### src/rtl/fft_seq_pkg.sv
package fft_seq_pkg;
  parameter int PTS_LOG2 = 8;
  localparam int STG_W = $clog2(PTS_LOG2);

  typedef enum logic [2:0] {
    ST_IDLE,
    ST_RUN,
    ST_DRAIN,
    ST_OUT,
    ST_FIN
  } seqState_t;

  typedef struct packed {
    logic                issue;
    logic                outRd;
    logic [STG_W-1:0]    stage;
    logic [PTS_LOG2-1:0] idx;
  } seqCtrl_t;
endpackage

### src/rtl/fft_seq_ctrl.sv
module fft_seq_ctrl
  import fft_seq_pkg::*;
#(
  parameter int BFLY_LAT = 4
) (
  input  logic     clk,
  input  logic     rstN,
  input  logic     start,
  output seqCtrl_t ctl,
  output logic     done
);
  localparam int NPTS = 1 << PTS_LOG2;
  localparam int HALF = NPTS / 2;
  localparam int DR_W = (BFLY_LAT > 1) ? $clog2(BFLY_LAT) : 1;
  localparam logic [PTS_LOG2-1:0] LAST_BFLY = PTS_LOG2'(HALF - 1);
  localparam logic [PTS_LOG2-1:0] LAST_OUT  = PTS_LOG2'(NPTS - 1);
  localparam logic [STG_W-1:0]    LAST_STG  = STG_W'(PTS_LOG2 - 1);
  localparam logic [DR_W-1:0]     LAST_DR   = DR_W'(BFLY_LAT - 1);

  seqState_t           state;
  logic [STG_W-1:0]    stage;
  logic [PTS_LOG2-1:0] idx;
  logic [DR_W-1:0]     drainCnt;

  always_ff @(posedge clk) begin
    if (!rstN) begin
      state    <= ST_IDLE;
      stage    <= '0;
      idx      <= '0;
      drainCnt <= '0;
      done     <= 1'b0;
    end else begin
      done <= 1'b0;
      case (state)
        ST_IDLE: begin
          if (start) begin
            state <= ST_RUN;
            stage <= '0;
            idx   <= '0;
          end
        end
        ST_RUN: begin
          if (idx == LAST_BFLY) begin
            idx      <= '0;
            drainCnt <= '0;
            state    <= ST_DRAIN;
          end else begin
            idx <= idx + 1'b1;
          end
        end
        ST_DRAIN: begin
          if (drainCnt == LAST_DR) begin
            if (stage == LAST_STG) begin
              state <= ST_OUT;
            end else begin
              stage <= stage + 1'b1;
              state <= ST_RUN;
            end
          end else begin
            drainCnt <= drainCnt + 1'b1;
          end
        end
        ST_OUT: begin
          if (idx == LAST_OUT) begin
            idx   <= '0;
            done  <= 1'b1;
            state <= ST_FIN;
          end else begin
            idx <= idx + 1'b1;
          end
        end
        default: state <= ST_IDLE;
      endcase
    end
  end

  always_comb begin
    ctl.issue = (state == ST_RUN);
    ctl.outRd = (state == ST_OUT);
    ctl.stage = stage;
    ctl.idx   = idx;
  end

  // done never lasts two cycles
  a_r9_done_pulse: assert property (@(posedge clk) disable iff (!rstN)
    done |=> !done);

  // butterfly counter never leaves the lower half during a stage
  a_r2_idx_in_half: assert property (@(posedge clk) disable iff (!rstN)
    (state == ST_RUN) |-> !idx[PTS_LOG2-1]);

  // a busy run is not cut short by any input
  a_r10_stay_busy: assert property (@(posedge clk) disable iff (!rstN)
    (state == ST_RUN || state == ST_DRAIN || state == ST_OUT) |=> (state != ST_IDLE));
endmodule

### src/rtl/fft_seq_dp.sv
module fft_seq_dp
  import fft_seq_pkg::*;
#(
  parameter int DATA_W   = 16,
  parameter int BFLY_LAT = 4
) (
  input  logic                  clk,
  input  logic                  rstN,
  input  seqCtrl_t              ctl,
  input  logic [DATA_W-1:0]     reData,
  input  logic [DATA_W-1:0]     imData,
  output logic                  rdEn,
  output logic                  rdSelB,
  output logic [PTS_LOG2-1:0]   rdAddrTop,
  output logic [PTS_LOG2-1:0]   rdAddrBot,
  output logic [PTS_LOG2-2:0]   twAddr,
  output logic                  wrEn,
  output logic                  wrSelB,
  output logic [PTS_LOG2-1:0]   wrAddrTop,
  output logic [PTS_LOG2-1:0]   wrAddrBot,
  output logic                  outValid,
  output logic [2*DATA_W-1:0]   outWord
);
  localparam int AW = PTS_LOG2;
  localparam int BW = PTS_LOG2 - 1;

  logic [BW-1:0]    bfly, lowMask, jPart, grpPart;
  logic [AW-1:0]    topAddr, botAddr, spanBit;
  logic [STG_W-1:0] twShift;

  always_comb begin
    bfly    = ctl.idx[BW-1:0];
    lowMask = ~({BW{1'b1}} << ctl.stage);
    jPart   = bfly & lowMask;
    grpPart = bfly & ~lowMask;
    spanBit = AW'(1) << ctl.stage;
    topAddr = {grpPart, 1'b0} | {1'b0, jPart};
    botAddr = topAddr | spanBit;
    twShift = STG_W'(BW) - ctl.stage;
  end

  always_comb begin
    rdEn      = ctl.issue | ctl.outRd;
    rdSelB    = ctl.issue & ctl.stage[0];
    rdAddrTop = ctl.outRd ? ctl.idx : (ctl.issue ? topAddr : '0);
    rdAddrBot = ctl.issue ? botAddr : '0;
    twAddr    = ctl.issue ? (jPart << twShift) : '0;
  end

  // Write replay pipeline: matches the external butterfly latency
  logic          pV   [BFLY_LAT];
  logic          pSel [BFLY_LAT];
  logic [AW-1:0] pTop [BFLY_LAT];
  logic [AW-1:0] pBot [BFLY_LAT];

  always_ff @(posedge clk) begin
    if (!rstN) begin
      for (int k = 0; k < BFLY_LAT; k++) begin
        pV[k]   <= 1'b0;
        pSel[k] <= 1'b0;
        pTop[k] <= '0;
        pBot[k] <= '0;
      end
    end else begin
      pV[0]   <= ctl.issue;
      pSel[0] <= ~ctl.stage[0];
      pTop[0] <= topAddr;
      pBot[0] <= botAddr;
      for (int k = 1; k < BFLY_LAT; k++) begin
        pV[k]   <= pV[k-1];
        pSel[k] <= pSel[k-1];
        pTop[k] <= pTop[k-1];
        pBot[k] <= pBot[k-1];
      end
    end
  end

  assign wrEn      = pV[BFLY_LAT-1];
  assign wrSelB    = pSel[BFLY_LAT-1];
  assign wrAddrTop = pTop[BFLY_LAT-1];
  assign wrAddrBot = pBot[BFLY_LAT-1];

  // Output packer: buffer read latency is one cycle
  always_ff @(posedge clk) begin
    if (!rstN) outValid <= 1'b0;
    else       outValid <= ctl.outRd;
  end

  assign outWord = outValid ? {imData, reData} : '0;

  // concurrent read and write never share a buffer
  a_r11_sel_apart: assert property (@(posedge clk) disable iff (!rstN)
    (rdEn && wrEn) |-> (rdSelB != wrSelB));

  // the write pipeline has drained before the output pass
  a_r7_quiet_output: assert property (@(posedge clk) disable iff (!rstN)
    ctl.outRd |-> !wrEn);
endmodule

### src/rtl/fft_pingpong_seq.sv
module fft_pingpong_seq
  import fft_seq_pkg::*;
#(
  parameter int DATA_W   = 16,
  parameter int BFLY_LAT = 4
) (
  input  logic                  clk,
  input  logic                  rstN,
  input  logic                  start,
  output logic                  done,
  output logic                  rdEn,
  output logic                  rdSelB,
  output logic [PTS_LOG2-1:0]   rdAddrTop,
  output logic [PTS_LOG2-1:0]   rdAddrBot,
  output logic [PTS_LOG2-2:0]   twAddr,
  output logic                  wrEn,
  output logic                  wrSelB,
  output logic [PTS_LOG2-1:0]   wrAddrTop,
  output logic [PTS_LOG2-1:0]   wrAddrBot,
  input  logic [DATA_W-1:0]     reData,
  input  logic [DATA_W-1:0]     imData,
  output logic                  outValid,
  output logic [2*DATA_W-1:0]   outWord
);
  seqCtrl_t ctl;

  fft_seq_ctrl #(.BFLY_LAT(BFLY_LAT)) u_ctrl (
    .clk(clk), .rstN(rstN), .start(start), .ctl(ctl), .done(done)
  );

  fft_seq_dp #(.DATA_W(DATA_W), .BFLY_LAT(BFLY_LAT)) u_dp (
    .clk(clk), .rstN(rstN), .ctl(ctl), .reData(reData), .imData(imData),
    .rdEn(rdEn), .rdSelB(rdSelB), .rdAddrTop(rdAddrTop), .rdAddrBot(rdAddrBot),
    .twAddr(twAddr), .wrEn(wrEn), .wrSelB(wrSelB), .wrAddrTop(wrAddrTop),
    .wrAddrBot(wrAddrBot), .outValid(outValid), .outWord(outWord)
  );
endmodule

### config.mk
export PLATFORM = sky130hd
export DESIGN_NAME = fft_pingpong_seq
export DESIGN_NICKNAME = d
export VERILOG_FILES = /design/src/rtl/fft_seq_pkg.sv /design/src/rtl/fft_seq_ctrl.sv /design/src/rtl/fft_seq_dp.sv /design/src/rtl/fft_pingpong_seq.sv
export SDC_FILE = /design/constraint.sdc
export NUM_CORES = 1
export LEC_CHECK = 0
export BUFFER_PORTS_ARGS = -buffer_cell sky130_fd_sc_hd__clkbuf_2
export CELL_PAD_IN_SITES_DETAIL_PLACEMENT = 0
export CELL_PAD_IN_SITES_GLOBAL_PLACEMENT = 1
export CORE_MARGIN = 10
export CORE_UTILIZATION = 38
export DETAILED_ROUTE_END_ITERATION = 7
export GPL_TIMING_DRIVEN = 0
export HOLD_SLACK_MARGIN = 0.08
export PLACE_DENSITY_LB_ADDON = 0.15
export SYNTH_ARGS = -nofsm -noshare
export SYNTH_HDL_FRONTEND = slang
export SYNTH_HIERARCHICAL = 1
export SYNTH_SLANG_ARGS = --single-unit
### constraint.sdc
create_clock -name clk -period 1.8 [get_ports clk]
set_input_delay 0.36 -clock clk [delete_from_list [all_inputs] [get_ports clk]]
set_output_delay 0.36 -clock clk [all_outputs]
set_load 0.1 [all_outputs]
; Word level (Yosys, flattened, before mapping)
; Memories as Yosys holds them, arrays and structs flattened.
; Cells that the tools add are included.
; W data, S select, Z words.
[totals]
mem_bits_rw = 72
n_memories = 4
romBits = 0
latch_bits = 0
reg_bits = 18
[classes]
bitwise = 25
div = 0
n_addsub = 4
n_mux = 41
shifts = 3
reduce_logical = 9
n_eq_ne = 13
multipliers = 0
n_lt_le_gt_ge = 0
[mem_list]
columns = memory, words, width, rd, rd_clocked_by_memory_dff, wr, line_no
row1 = u_dp.pBot, 4, 8, 4, 0, 4, fft_seq_dp.sv:54  ; logic [AW-1:0] pBot [BFLY_LAT];
row2 = u_dp.pTop, 4, 8, 4, 0, 4, fft_seq_dp.sv:53  ; logic [AW-1:0] pTop [BFLY_LAT];
row3 = u_dp.pSel, 4, 1, 4, 0, 4, fft_seq_dp.sv:52  ; logic pSel [BFLY_LAT];
row4 = u_dp.pV, 4, 1, 4, 0, 4, fft_seq_dp.sv:51  ; logic pV [BFLY_LAT];
[op_table]
columns = operator, n
row1 = $mux W8, 14
row2 = $mux W32, 1
row3 = $pmux W8 S3, 1
row4 = $mux W3, 7
row5 = $or A1 B1 Y1, 17
row6 = $and A7 B7 Y7, 2
row7 = $not A7 Y7, 2
row8 = $pmux W3 S4, 1
row9 = $mux W1, 11
row10 = $ne A2 B2 Y1 const B, 5
row11 = $add A8 B1 Y8 const B, 1
row12 = $eq A8 B7 Y1 const B, 1
row13 = $eq A8 B8 Y1 const B, 1
row14 = $or A8 B7 Y8, 1
row15 = $or A8 B8 Y8, 1
row16 = $reduce_and A4 Y1, 2
row17 = $shl A1 B3 Y8 const A, 1
row18 = $mux W7, 1
row19 = $shl A7 B3 Y7, 1
row20 = $shl A7 B3 Y7 const A, 1
row21 = $eq A3 B2 Y1 const B, 2
row22 = $mux W2, 3
row23 = $pmux W3 S2, 1
row24 = $pmux W2 S2, 1
row25 = other kinds (14), 16

; Logic depth before layout (Yosys ltp)
[logic_depth]
depth_word = 7
depth_mapped = 6
depth_no_buf = 6

; Hierarchy
; Netlist, hierarchy kept.
[modules_own_cells]
columns = mod, cells_each, n_inst, area_each_um2
row1 = fft_seq_dp, 306, 1, 2885.3
row2 = fft_seq_ctrl, 107, 1, 917.1

; Least setup slack after synthesis
; Ideal clock, no wire load.
[synth_timing]
path_kind = reg-to-output
start = register u_ctrl.state[0]
end = output port rdAddrTop[3]
setup_slack_ps = -1198
t_arrival_ps = 2638
required_time_ps = 1440
stages_incl_launch_ff = 7
path_cell_list = dfxtp_1 -> buf_2 -> nand2b_1 -> nor2_1 -> clkbuf_1 -> a21oi_1 -> o22ai_1
[synth_lines]
columns = element, line_no
row1 = from (decl), fft_seq_ctrl.sv:20  ; seqState_t state;
row2 = from (signal assigned), fft_seq_ctrl.sv:27  ; state <= ST_IDLE;
row3 = from (signal assigned), fft_seq_ctrl.sv:37  ; state <= ST_RUN;
row4 = from (signal assigned), fft_seq_ctrl.sv:46  ; state <= ST_DRAIN;
row5 = to (decl), fft_pingpong_seq.sv:13  ; output logic [PTS_LOG2-1:0] rdAddrTop,

; Worst setup path in the final report
[layout_timing]
start = register u_ctrl.stage[2]
end = output port rdAddrTop[1]
[layout_between]
elab_chain_len = 7
elab_cells_between_ends = 8
cone_classes = 1 x shift / 2 x mux / 5 x bitwise
[layout_lines]
columns = element, line_no
row1 = from (decl), fft_seq_ctrl.sv:21  ; logic [STG_W-1:0] stage;
row2 = from (signal assigned), fft_seq_ctrl.sv:56  ; stage <= stage + 1'b1;
row3 = $shl A7 B3 Y7 (*), fft_seq_dp.sv:33  ; lowMask = ~({BW{1'b1}} << ctl.stage);
row4 = $not A7 Y7 (*), fft_seq_dp.sv:33
row5 = $not A7 Y7, fft_seq_dp.sv:35  ; grpPart = bfly & ~lowMask;
row6 = $and A7 B7 Y7, fft_seq_dp.sv:35
row7 = $or A8 B7 Y8 (*), fft_seq_dp.sv:37  ; topAddr = {grpPart, 1'b0} | {1'b0, jPart};
row8 = $mux W8 (*) (2 in a row), fft_seq_dp.sv:45  ; rdAddrTop = ctl.outRd ? ctl.idx : (ctl.issue ? topAddr : '0);
; Every way passes the cells marked *; elsewhere a longest branch is shown, timed or not.

==> metrics.md <==
| Metric | Value |
|---|---|
| Outcome | finished, violations left |
| Violated checks | setup timing |
| RSZ-0062 raised after global routing | true |
| CP Data Arrival Time | 1780 ps |
| Fin area | 0.00675 mm^2 |
| Reg clk slew, reported paths | 100 ps |
| Flop pwr share | 54.6% |
| Layout net count | 618 |
| Starting Density | 38.9% |
| Pwr Density | 546 mW/mm^2 |
| Via-per-instance ratio | 4.82 |
| CTS tree | done |
| Max IR drop VDD | 0.000418 V |
| Yosys reg bits | 90 |
| Die area | 0.0144 mm^2 |
| CTS Hold Bufs | 0 |
| CP startpoint kind | register |
| Placed inst area | 0.00488 mm^2 |
| Iteration-0 DRC Markers | 192 |
| Mux contribution to synthesized area | 2.53% |
| Initial antenna violation count | 0 |
| Sw frac | 27.0% |
| Crit-path max FO | 6 |
| Worst hold path type | in2reg |
| Total of max-cap violations | 0 |
| Post-route ant nets | 0 |
| Layout Cells excl Fill | 717 |
| Yosys top cell by area | dfxtp_1 |
| Max Freq | 0.467 GHz |
| Root buf cell | clkbuf_8 |
| Detailed Routing Iterations Pass 1 | 4 |
| Worst-margin pin slew | 556 ps |
| GRT Total Usage | 15.0% |
| Skew-Pair Late Insertion Delay | 360 ps |
| Finish-stage setup viols | 25 |
| Cells after synthesis | 413 |
| Fin crit share | 119% |
| Die Span Y | 120 um |
| Final HPWL DP | 7.42 mm |
| Element type at the critical path end | output port |
| Global-route wire length before repair | 17.6 mm |
| Clk network pwr share | 35.9% |
| Synth top area cells | dfxtp_1 (47%), and2_1 (15%), buf_4 (3.6%), nor2_1 (3.2%), buf_6 (2.4%) |
| Combinational share of power | 9.5% |
| Vias | 3459 |
| Largest net degree at the start of global routing | 18 |
| Internal | 2.69 mW |
| Syn nets | 452 |
| Post-synth ARST share | 0% |
| Top_reg_cell synth | dfxtp_1 |
| CP peak stage delay | 390 ps |
| Synth warnings | 6 |
| Synth Area in Adders | 1.32% |
| Area share of and/or/nand/nor cells after synthesis | 29.0% |
| Leak | 2.80 nW |
| Switching pwr | 994 uW |
| Netlist Area Pre-Place | 0.00380 mm^2 |
| Worst Path Required | 1440 ps |
| I/O Buffers | 111 |
| Slew Viols, Final | 0 |
| Max clock buf depth | 2 |
| Synth Area in XOR/XNOR | 0.691% |
| Placer Congestion | 0.845 |
| Number of global-route vias before repair | 3394 |
| Multi-input gate area | 0.00227 mm^2 |
| Final hold violation count | 0 |
| Antenna diode count | 0 |
| Largest family of logic cells by synthesized area | simple AND/OR/NAND/NOR gates |
| Max stage delay cell, worst path | dfxtp_4 |
| Placed Cells | 657 |
| Tmin final | 2140 ps |
| Worst path bufs/invs | 2 |
| Final WL | 12.2 mm |
| Tot Pwr | 3.68 mW |
| Filler cells | 700 |
| Gr ovfl total | 0 |
| Post-synth cell types | 51 |
| Post-synthesis compound-gate area fraction | 10.7% |
| Share of cells above drive strength 1 | 55.5% |
| Post-synth top area share | 47.4% |
| Cell breakdown of the critical path | bufbuf_16, nor3_4, nand2_2, o22ai_4, clkbuf_16 |
| Area grow syn2layout | 77.4% |
| Setup ws final | -341 ps |
| Slew margin rel. | 63.1% |
| Core area | 0.00977 mm^2 |
| CTS buffer count | 9 |
| Row cnt | 36 |
| Cell family with most CP delay | buffers and inverters |
| I/O pin total | 112 |
| Wirelength per Cell | 17.0 um |
| Clock Skews | 15.0 ps |
| Register area | 0.00185 mm^2 |
| Worst Path Class, Setup | reg2out |
| Drc violations | 0 |
| Die width | 120 um |
| Sequential fraction of the synthesis area | 47.4% |
| Post-Syn Area per Cell | 9.21 um^2 |
| Clk sinks | 90 |
| H-tree levels | 3 |
| Post-synth EDFFs | 0 |
## timing repair
action,4_1_cts,5_1_grt
endpoints found under the setup margin,55,54
pin swaps,19,23
gates cloned,4,4
resized for setup,205,50
setup buffers,20,21
## worst reg2reg max path: stages, from the launching register on
cell and delay, ps:
dfxtp_4 400, buf_4 150, buf_6 120, ha_4 160
and3_4 210, a31o_4 240, or3_1 310, o211ai_1 80
## routing by layer
layer	wire (um)	track usage, %
met1	4650	15.8
met2	6650	27.8
met3	618	4.41
met4	273	4.68
met5	0	0
## flip-flops by register name (all words and copies together), names as in the netlist
name             cells
u_dp/pBot           32
u_dp/pTop           32
u_ctrl/idx           8
u_dp/pSel            4
u_dp/pV              4
u_ctrl/stage         3
u_ctrl/state         3
u_ctrl/drainCnt      2
u_ctrl/done          1
u_dp/outValid        1
## layout make-up
type | instances | area share, %
timing repair buffer | 158 | 27.4
clock buffer | 10 | 1.89
timing repair inverter | 1 | 0.167
sequential | 90 | 27.4
inverter | 10 | 0.946
multi-input combinational | 272 | 33.7
buffer | 37 | 5.25
tap | 133 | 2.47
clock inverter | 6 | 0.853
## metrics by stage
stage	setup WS, ps	hold slack (ps)	util (%)	TNS (ps)
after floorplan	-127	406	-	-391
after global placement	-336	414	49.9	-4860
after detailed placement	-349	417	49.9	-5050
after CTS	-338	366	64.8	-6430
after global routing	-390	397	69.0	-7880
final	-341	389	69.0	-6510
## placed cells by master (no fill, tap or decap), types with 5 or more instances in the layout
master | Yosys | final
a21oi_1 | 14 | 7
a21oi_4 | 0 | 6
and2_1 | 90 | 56
and2_2 | 0 | 32
buf_12 | 0 | 7
buf_4 | 18 | 46
buf_6 | 8 | 10
buf_8 | 0 | 7
clkbuf_1 | 14 | 9
clkbuf_16 | 0 | 30
clkbuf_2 | 0 | 56
clkbuf_8 | 0 | 35
dfxtp_1 | 90 | 76
dfxtp_4 | 0 | 11
inv_1 | 8 | 7
nand2_1 | 21 | 15
nand2b_1 | 10 | 7
nand3_1 | 10 | 8
nand4_1 | 5 | 5
nor2_1 | 32 | 20
nor2_4 | 0 | 11
o22ai_4 | 0 | 5
## power groups by stage
stage | registers (mW) | clock network, mW | logic, mW
after CTS | 2.02 | 1.35 | 0.310
after global placement | 2.07 | 0 | 0.239
after global routing | 2.01 | 1.46 | 0.371
final | 2.01 | 1.32 | 0.351
after floorplan | 2.07 | 0 | 0.161
after detailed placement | 2.07 | 0 | 0.242
## cell families (layout without fill, tap and decap cells)
logic type / Yosys count / in the layout
and+or+nand+nor: 196 / 196
adders and majority gates: 4 / 4
muxes: 8 / 8
AOI/OAI and AO/OA: 61 / 61
buffers and inverters: 51 / 222
xor gates and xnor gates: 3 / 3
DFF: 90 / 90
## final timing paths
kind / slack [ps] / startpoint / cells past startpoint / endpoint
hold reg to reg: 430 / u_dp/pBot[0][17]$_SDFF_PN0_ / 1 / u_dp/pBot[0][25]$_SDFF_PN0_
setup / recovery: -340 / u_ctrl/stage[2]$_SDFFE_PN0P_ / 5 / rdAddrTop[1]
setup reg to reg: 60 / u_ctrl/idx[0]$_SDFFE_PN0P_ / 7 / u_ctrl/idx[5]$_SDFFE_PN0P_
hold / removal: 390 / rstN / 3 / u_ctrl/state[0]$_SDFFE_PN0P_
## cells in the mapped netlist (2+ instances only)
library cell and number:
dfxtp_1 90, nand3_1 10, a21boi_0 6, and2_1 90, o21ai_0 4, nand4b_1 2, o2bb2ai_1 3, o21ai_1 4
and3_1 6, nor3_1 3, nand4_1 5, buf_4 18, o22ai_1 9, clkinv_1 2, nor2b_1 7, or3_1 2
xnor2_1 2, nand2_1 21, clkbuf_1 14, nand2b_1 10, a31oi_1 2, ha_1 4, nor2_1 32, mux2i_1 7
o22a_1 2, o21a_1 5, a211oi_1 2, buf_6 8, a21oi_1 14, inv_1 8
Power figures use the tool's default switching activity.
